`config.mk`:
```
export PLATFORM = sky130hd
export DESIGN_NAME = page_write_buffer
export DESIGN_NICKNAME = d
export VERILOG_FILES = /design/src/rtl/pwb_pkg.sv /design/src/rtl/pwb_stage.sv /design/src/rtl/pwb_drain.sv /design/src/rtl/page_write_buffer.sv
export SDC_FILE = /design/constraint.sdc
export NUM_CORES = 2
export LEC_CHECK = 0
export CAP_MARGIN = 15
export CORE_MARGIN = 2
export CORE_UTILIZATION = 55
export CTS_BUF_LIST = sky130_fd_sc_hd__clkbuf_4 sky130_fd_sc_hd__clkbuf_8
export DETAILED_ROUTE_END_ITERATION = 8
export PLACE_DENSITY = 0.68
export SLEW_MARGIN = 20
export SYNTH_ARGS = -nofsm -noshare
export SYNTH_HDL_FRONTEND = slang
export SYNTH_HIERARCHICAL = 1
export SYNTH_SLANG_ARGS = --single-unit
```
`constraint.sdc`:
```
create_clock -name clk -period 3.85 [get_ports clk]
set_input_delay 0.77 -clock clk [delete_from_list [all_inputs] [get_ports clk]]
set_output_delay 0.77 -clock clk [all_outputs]
set_load 0.02 [all_outputs]
```
`src/rtl/pwb_pkg.sv`:
```
package pwb_pkg;
  typedef enum logic [1:0] {
    DR_IDLE = 2'd0,
    DR_SCAN = 2'd1,
    DR_WAIT = 2'd2
  } drain_state_e;
endpackage

```
`src/rtl/pwb_stage.sv`:
```
module pwb_stage #(
  parameter int PAGE_W = 8,
  parameter int SEL_W  = 9,
  parameter int DATA_W = 8
) (
  input  logic                    clk,
  input  logic                    rst_n,
  input  logic                    set_start,
  input  logic [SEL_W+PAGE_W-1:0] start_addr,
  input  logic                    clr,
  input  logic                    ld_fire,
  input  logic [DATA_W-1:0]       ld_data,
  input  logic [PAGE_W-1:0]       rd_idx,
  output logic                    rd_valid,
  output logic [DATA_W-1:0]       rd_data,
  output logic [SEL_W-1:0]        page,
  output logic                    any_loaded
);
  localparam int PAGE_BYTES = 1 << PAGE_W;

  logic [DATA_W-1:0]     buf_q [PAGE_BYTES];
  logic [PAGE_BYTES-1:0] mask_q;
  logic [PAGE_W-1:0]     off_q;
  logic [SEL_W-1:0]      page_q;

  always_ff @(posedge clk) begin
    if (ld_fire) buf_q[off_q] <= ld_data;
  end

  always_ff @(posedge clk or negedge rst_n) begin
    if (!rst_n) begin
      mask_q <= '0;
      off_q  <= '0;
      page_q <= '0;
    end else if (set_start) begin
      mask_q <= '0;
      off_q  <= start_addr[PAGE_W-1:0];
      page_q <= start_addr[SEL_W+PAGE_W-1:PAGE_W];
    end else if (clr) begin
      mask_q <= '0;
    end else if (ld_fire) begin
      mask_q[off_q] <= 1'b1;
      off_q         <= off_q + 1'b1;
    end
  end

  assign rd_valid   = mask_q[rd_idx];
  assign rd_data    = buf_q[rd_idx];
  assign page       = page_q;
  assign any_loaded = |mask_q;

  p_load_marks_r3: assert property (@(posedge clk) disable iff (!rst_n)
    (ld_fire && !set_start && !clr) |=> any_loaded);
  p_offset_wrap_r4: assert property (@(posedge clk) disable iff (!rst_n)
    (ld_fire && !set_start && !clr && off_q == '1) |=> (off_q == '0));
  p_start_empties_r2: assert property (@(posedge clk) disable iff (!rst_n)
    set_start |=> !any_loaded);
endmodule

```
`src/rtl/pwb_drain.sv`:
```
module pwb_drain
  import pwb_pkg::*;
#(
  parameter int SLOT_W    = 8,
  parameter int WR_CYCLES = 1000
) (
  input  logic              clk,
  input  logic              rst_n,
  input  logic              go,
  output logic              busy,
  output logic              scan_en,
  output logic [SLOT_W-1:0] scan_idx,
  output logic              done
);
  localparam int CNT_W = (WR_CYCLES > 1) ? $clog2(WR_CYCLES) : 1;
  localparam logic [CNT_W-1:0] CNT_LAST = CNT_W'(WR_CYCLES - 1);

  drain_state_e      state_q;
  logic [SLOT_W-1:0] idx_q;
  logic [CNT_W-1:0]  cnt_q;

  always_ff @(posedge clk or negedge rst_n) begin
    if (!rst_n) begin
      state_q <= DR_IDLE;
      idx_q   <= '0;
      cnt_q   <= '0;
    end else begin
      case (state_q)
        DR_IDLE: if (go) begin
          state_q <= DR_SCAN;
          idx_q   <= '0;
        end
        DR_SCAN: begin
          idx_q <= idx_q + 1'b1;
          if (idx_q == '1) begin
            state_q <= DR_WAIT;
            cnt_q   <= '0;
          end
        end
        DR_WAIT: begin
          if (cnt_q == CNT_LAST) state_q <= DR_IDLE;
          else cnt_q <= cnt_q + 1'b1;
        end
        default: state_q <= DR_IDLE;
      endcase
    end
  end

  assign busy     = (state_q != DR_IDLE);
  assign scan_en  = (state_q == DR_SCAN);
  assign scan_idx = idx_q;
  assign done     = (state_q == DR_WAIT) && (cnt_q == CNT_LAST);

  p_go_scans_r5: assert property (@(posedge clk) disable iff (!rst_n)
    (go && !busy) |=> (scan_en && scan_idx == '0));
  p_done_frees_r6: assert property (@(posedge clk) disable iff (!rst_n)
    done |=> !busy);
endmodule

```
`src/rtl/page_write_buffer.sv`:
```
module page_write_buffer #(
  parameter int ADDR_W    = 17,
  parameter int PAGE_W    = 8,
  parameter int DATA_W    = 8,
  parameter int WR_CYCLES = 1000
) (
  input  logic              clk,
  input  logic              rst_n,
  input  logic              start_valid,
  input  logic [ADDR_W-1:0] start_addr,
  input  logic              ld_valid,
  input  logic [DATA_W-1:0] ld_data,
  output logic              ld_ready,
  input  logic              commit,
  input  logic              abort,
  output logic              busy,
  output logic              arr_we,
  output logic [ADDR_W-1:0] arr_addr,
  output logic [DATA_W-1:0] arr_wdata
);
  localparam int SEL_W = ADDR_W - PAGE_W;

  logic              ctl_free, ab_f, st_f, cm_f, ld_fire, go, done;
  logic              rd_valid, any_loaded, scan_en;
  logic [DATA_W-1:0] rd_data;
  logic [SEL_W-1:0]  page;
  logic [PAGE_W-1:0] scan_idx;

  assign ctl_free = !busy;
  assign ab_f     = ctl_free && abort;
  assign st_f     = ctl_free && !abort && start_valid;
  assign cm_f     = ctl_free && !abort && !start_valid && commit;
  assign ld_ready = ctl_free && !abort && !start_valid && !commit;
  assign ld_fire  = ld_valid && ld_ready;
  assign go       = cm_f && any_loaded;

  pwb_stage #(.PAGE_W(PAGE_W), .SEL_W(SEL_W), .DATA_W(DATA_W)) u_stage (
    .clk(clk), .rst_n(rst_n), .set_start(st_f), .start_addr(start_addr),
    .clr(ab_f || done), .ld_fire(ld_fire), .ld_data(ld_data),
    .rd_idx(scan_idx), .rd_valid(rd_valid), .rd_data(rd_data),
    .page(page), .any_loaded(any_loaded)
  );

  pwb_drain #(.SLOT_W(PAGE_W), .WR_CYCLES(WR_CYCLES)) u_drain (
    .clk(clk), .rst_n(rst_n), .go(go), .busy(busy), .scan_en(scan_en),
    .scan_idx(scan_idx), .done(done)
  );

  always_ff @(posedge clk or negedge rst_n) begin
    if (!rst_n) begin
      arr_we    <= 1'b0;
      arr_addr  <= '0;
      arr_wdata <= '0;
    end else begin
      arr_we    <= scan_en && rd_valid;
      arr_addr  <= {page, scan_idx};
      arr_wdata <= rd_data;
    end
  end

  p_we_in_busy_r10: assert property (@(posedge clk) disable iff (!rst_n)
    arr_we |-> $past(busy));
  p_write_page_r5: assert property (@(posedge clk) disable iff (!rst_n)
    arr_we |-> (arr_addr[ADDR_W-1:PAGE_W] == page));
  p_empty_commit_r7: assert property (@(posedge clk) disable iff (!rst_n)
    (commit && !busy && !abort && !start_valid && !any_loaded) |=> !busy);
  p_abort_empties_r8: assert property (@(posedge clk) disable iff (!rst_n)
    (abort && !busy) |=> !any_loaded);
  p_page_held_r9: assert property (@(posedge clk) disable iff (!rst_n)
    busy |=> $stable(page));
  p_empty_after_r6: assert property (@(posedge clk) disable iff (!rst_n)
    $fell(busy) |-> !any_loaded);
endmodule

```
==> results.txt <==
----------------------------------------------------
[Timing]
  Final setup slack of the worst path ... roughly 0.094 ns
  Highest clock frequency the design can meet ... 266 MHz
  Final critical-path required period ... about 3.8 ns
  Max-slew headroom at the worst pin ... approximately 18%
  Unrepaired setup endpoints after global routing ... false
  Sum Neg Setup Slack ... 0 ns
  Post-route fraction of the period consumed by the critical path ... between 90 and 100%
  Post-Route Skew ... ~0.074 ns
  Number of max-slew violations in the final report ... 0
  Setup violations, final ... 0
  Final-report hold violation count ... 0
  Transition time at the pin with the least slew margin ... roughly 1.2 ns

[Floorplan]
  Number of top-level pins ... 59
  Die area ... about 170000 um^2
  Number of cell rows ... 150
  Y dimension of the die ... a little over 400 um
  Initial core utilization ... roughly 56%
  Core Footprint ... ~170000 um^2
  Width of the die ... 415 um

[Setup path]
  Critical-path cell list ... buf_12 > buf_4 > mux4_2 > a221oi_1 > o32ai_1 > o22ai_1 > a211oi_1 > and2_1
  Data arrival time of the critical path ... between 4 and 5 ns
  Required time reported for the critical path endpoint ... 4.78 ns
  Kind of launch point of the worst setup path ... register
  Cell with the biggest individual delay on the critical path ... sky130_fd_sc_hd__a221oi_1
  Maximum single-stage delay on the critical path ... a little under 1 ns
  Count of buffering cells on the critical path with inverters included ... 2
  Cell family with most CP delay ... compound AO/OA/AOI/OAI gates
  Maximum fanout along the worst path ... 15
  Crit end category ... register
  Startpoint-to-endpoint class of the critical path ... reg2reg

[Clock tree]
  Total clock buffers created by CTS ... 380
  Clock tree sinks ... ~2400
  Clock-pin slew on the worst setup and hold paths ... roughly 0.060 ns
  Clock insertion delay at the later pin of the skew report ... roughly 1.1 ns
  CTS tree ... built
  Root buf cell ... sky130_fd_sc_hd__clkbuf_8
  # H-tree levels ... 5
  Longest Clk Path Bufs ... 4

[Detailed routing]
  Remaining DRCs ... 0
  Pre-antenna DRT Iters ... 7
  Total via count after detailed routing ... just over 50000
  Drt initial violations ... between 6000 and 7000
  Final wirelength ... 244000 um
  Antenna Nets Post-Route ... 0
  Average wire length per cell after detail routing ... just over 30 um
  Via count normalized by instance count ... 6.45

[Yosys]
  Xor-xnor portion of the synthesized cell area ... 0.0753%
  Syn. warnings ... 6
  Mux contribution to synthesized area ... between 10% and 20%
  EDFF count, synth ... 2048
  Count of unique library cells instantiated by Yosys ... between 70 and 80
  Net Count, Synth ... just under 5000
  Per-instance average area after synthesis ... roughly 19 um^2
  Post-Synth Adder-Cell Area ... less than 1%
  Count of mapped cells out of synthesis ... roughly 4800
  Count of state elements after synthesis ... 2367
  Top flip-flop cell by instance count after synthesis ... sky130_fd_sc_hd__edfxtp_1
  Compound-gate portion of the synthesized area ... under 10%
  Share of synthesized area occupied by flip-flops and latches ... approximately 75%
  Synthesized-area fraction occupied by and/or/nand/nor cells ... 3.37%
  Combinational family with the most area after synthesis ... multiplexers
  Async set or reset register ratio after synthesis ... 13.5%
  Post-synthesis cell area ... 93000 um^2

[Status]
  Run status ... complete, no violations

[Placed design]
  Instance area after placement ... between 90000 and 100000 um^2
  Post-place setup slack ... -0.113 ns
  Port Buffers ... 58
  DP HPWL ... about 160000 um
  Placer Congestion ... approximately 0.96

[Layout]
  Post-Route Utilization ... 63.7%
  Net count reported at finish ... approximately 5500
  Signed area change from the synthesized netlist to the final layout ... 14.7%
  Share of final-layout standard cells stronger than drive strength 1 ... roughly 28%
  Final standard cell area without fillers ... between 100000 and 150000 um^2

[Global routing]
  Pin count of the biggest net entering global routing ... 150
  Number of antenna violations at the first check in global routing ... 4
  Vias in the first global route ... a little over 50000
  GRT Resource Usage Total ... 28.5%
  Global-route wire length before repair ... around 360000 um
  Sum of overflow across all layers after global routing ... 0

[Power and ir drop]
  Power density cells ... approximately 640 nW/um^2
  Worst voltage drop across the vdd grid ... 434 uV
  Static Leakage ... between 30 and 40 nW
  Final Total Pwr ... approximately 69 mW

[Min path]
  Type of the worst min-delay path ... in2async

[Run]
  Max-Cap Viols ... 0

----------------------------------------------------
-- cells in the final DEF (no fill, tap or decap), drive strengths merged, types with 28 or more instances in the layout --
cell and n:
edfxtp 2048, clkbuf 532, buf 498, mux4 480, dfrtp 319, nor2 298, o21a 258, mux2i 188
a22oi 150, clkinv 126, nand2 107, a21oi 96, nor4 89, o221ai 52, o21ai 50, clkdlybuf4s50 49
nand3 48, o22ai 32, nand4 28
-- through the flow --
stage | hold slack [ns] | cells
floorplan | 0.350 | 4810
detailed placement | 0.359 | 7273
finish | 0.255 | 7950
global placement | 0.356 | 7271
global route | 0.262 | 7950
CTS | 0.208 | 7948
-- area by class of cell --
class	count	area [um^2]
Antenna cell	1	2.50
Clock buffer	524	6490
Clock inverter	150	970
Fill cell	11500	60900
Inverter	11	41.3
Multi-Input combinational cell	2137	21900
Sequential cell	2367	69500
Tap cell	2204	2760
Timing Repair Buffer	556	5060
-- cell usage after synthesis (52+ instances only) --
cell type                  count  share of area (%)
sky130_fd_sc_hd__o21a_1      258                2.1
sky130_fd_sc_hd__edfxtp_1   2048                 66
sky130_fd_sc_hd__nand2_1     107               0.43
sky130_fd_sc_hd__a22oi_1     150                1.2
sky130_fd_sc_hd__nor4_1       87               0.59
sky130_fd_sc_hd__mux2i_1     188                2.0
sky130_fd_sc_hd__clkbuf_1    133               0.54
sky130_fd_sc_hd__dfrtp_1     319                8.6
sky130_fd_sc_hd__mux4_2      473                 11
sky130_fd_sc_hd__buf_2        71               0.38
sky130_fd_sc_hd__o221ai_1     52               0.49
sky130_fd_sc_hd__nor2_1      297                1.2
sky130_fd_sc_hd__a21oi_1      96               0.52
-- metal layers --
metal	up-vias	part of all wire (%)	GRT usage [%]
li1	21100	-	-
met2	2947	46	42.3
met4	2	4.2	11.9
met1	26700	39	40.5
met3	480	11	7.42
met5	-	0.023	0
-- where the power goes --
group / internal, mW / switching, mW
sequential: 28.2 / 0.571
clock: 11.6 / 9.64
combinational: 7.67 / 11.1
-- logic make-up after synthesis --
| kind of cell | count (synthesis) |
|---|---|
| DFF | 2367 |
| AOI/OAI and AO/OA | 777 |
| buffers and inverters | 306 |
| and+or+nand+nor | 665 |
| muxes | 681 |
| xor gates and xnor gates | 8 |
| adders and majority gates | 6 |
-- state kept, by name, indices dropped and copies added, names as in the netlist --
register,count
u_drain/cnt_q,10
u_stage/off_q,8
u_stage/mask_q,256
arr_wdata,8
arr_we,1
u_drain/state_q,2
u_stage/buf_q,2048
u_stage/page,9
arr_addr,17
u_drain/scan_idx,8
-- what timing repair did --
action / in CTS / in global routing
gates resized for setup: 7 / 3
hold buffers: 1 / 0
endpoints found under the hold margin: 67 / 0
endpoints found under the setup margin: 4 / 4
cloned: 0 / 0
buffers inserted: 0 / 1
-- final timing paths --
path / start / cells past startpoint / slack, ns / end
min reg2reg: u_stage/page[6]$_DFFE_PN0P_ / 0 / 0.32 / arr_addr[14]$_DFF_PN0_
min: rst_n / 2 / 0.26 / arr_addr[6]$_DFF_PN0_
min in group clk: start_addr[9] / 2 / 0.31 / u_stage/page[1]$_DFFE_PN0P_
max: u_drain/scan_idx[0]$_DFFE_PN0P_ / 8 / 0.09 / arr_we$_DFF_PN0_
max in group asynchronous: rst_n / 3 / 2.55 / u_stage/mask_q[173]$_DFFE_PN0P_
max reg2reg: u_drain/scan_idx[0]$_DFFE_PN0P_ / 8 / 0.09 / arr_we$_DFF_PN0_
No activity file was read; power rests on OpenSTA's default activity.
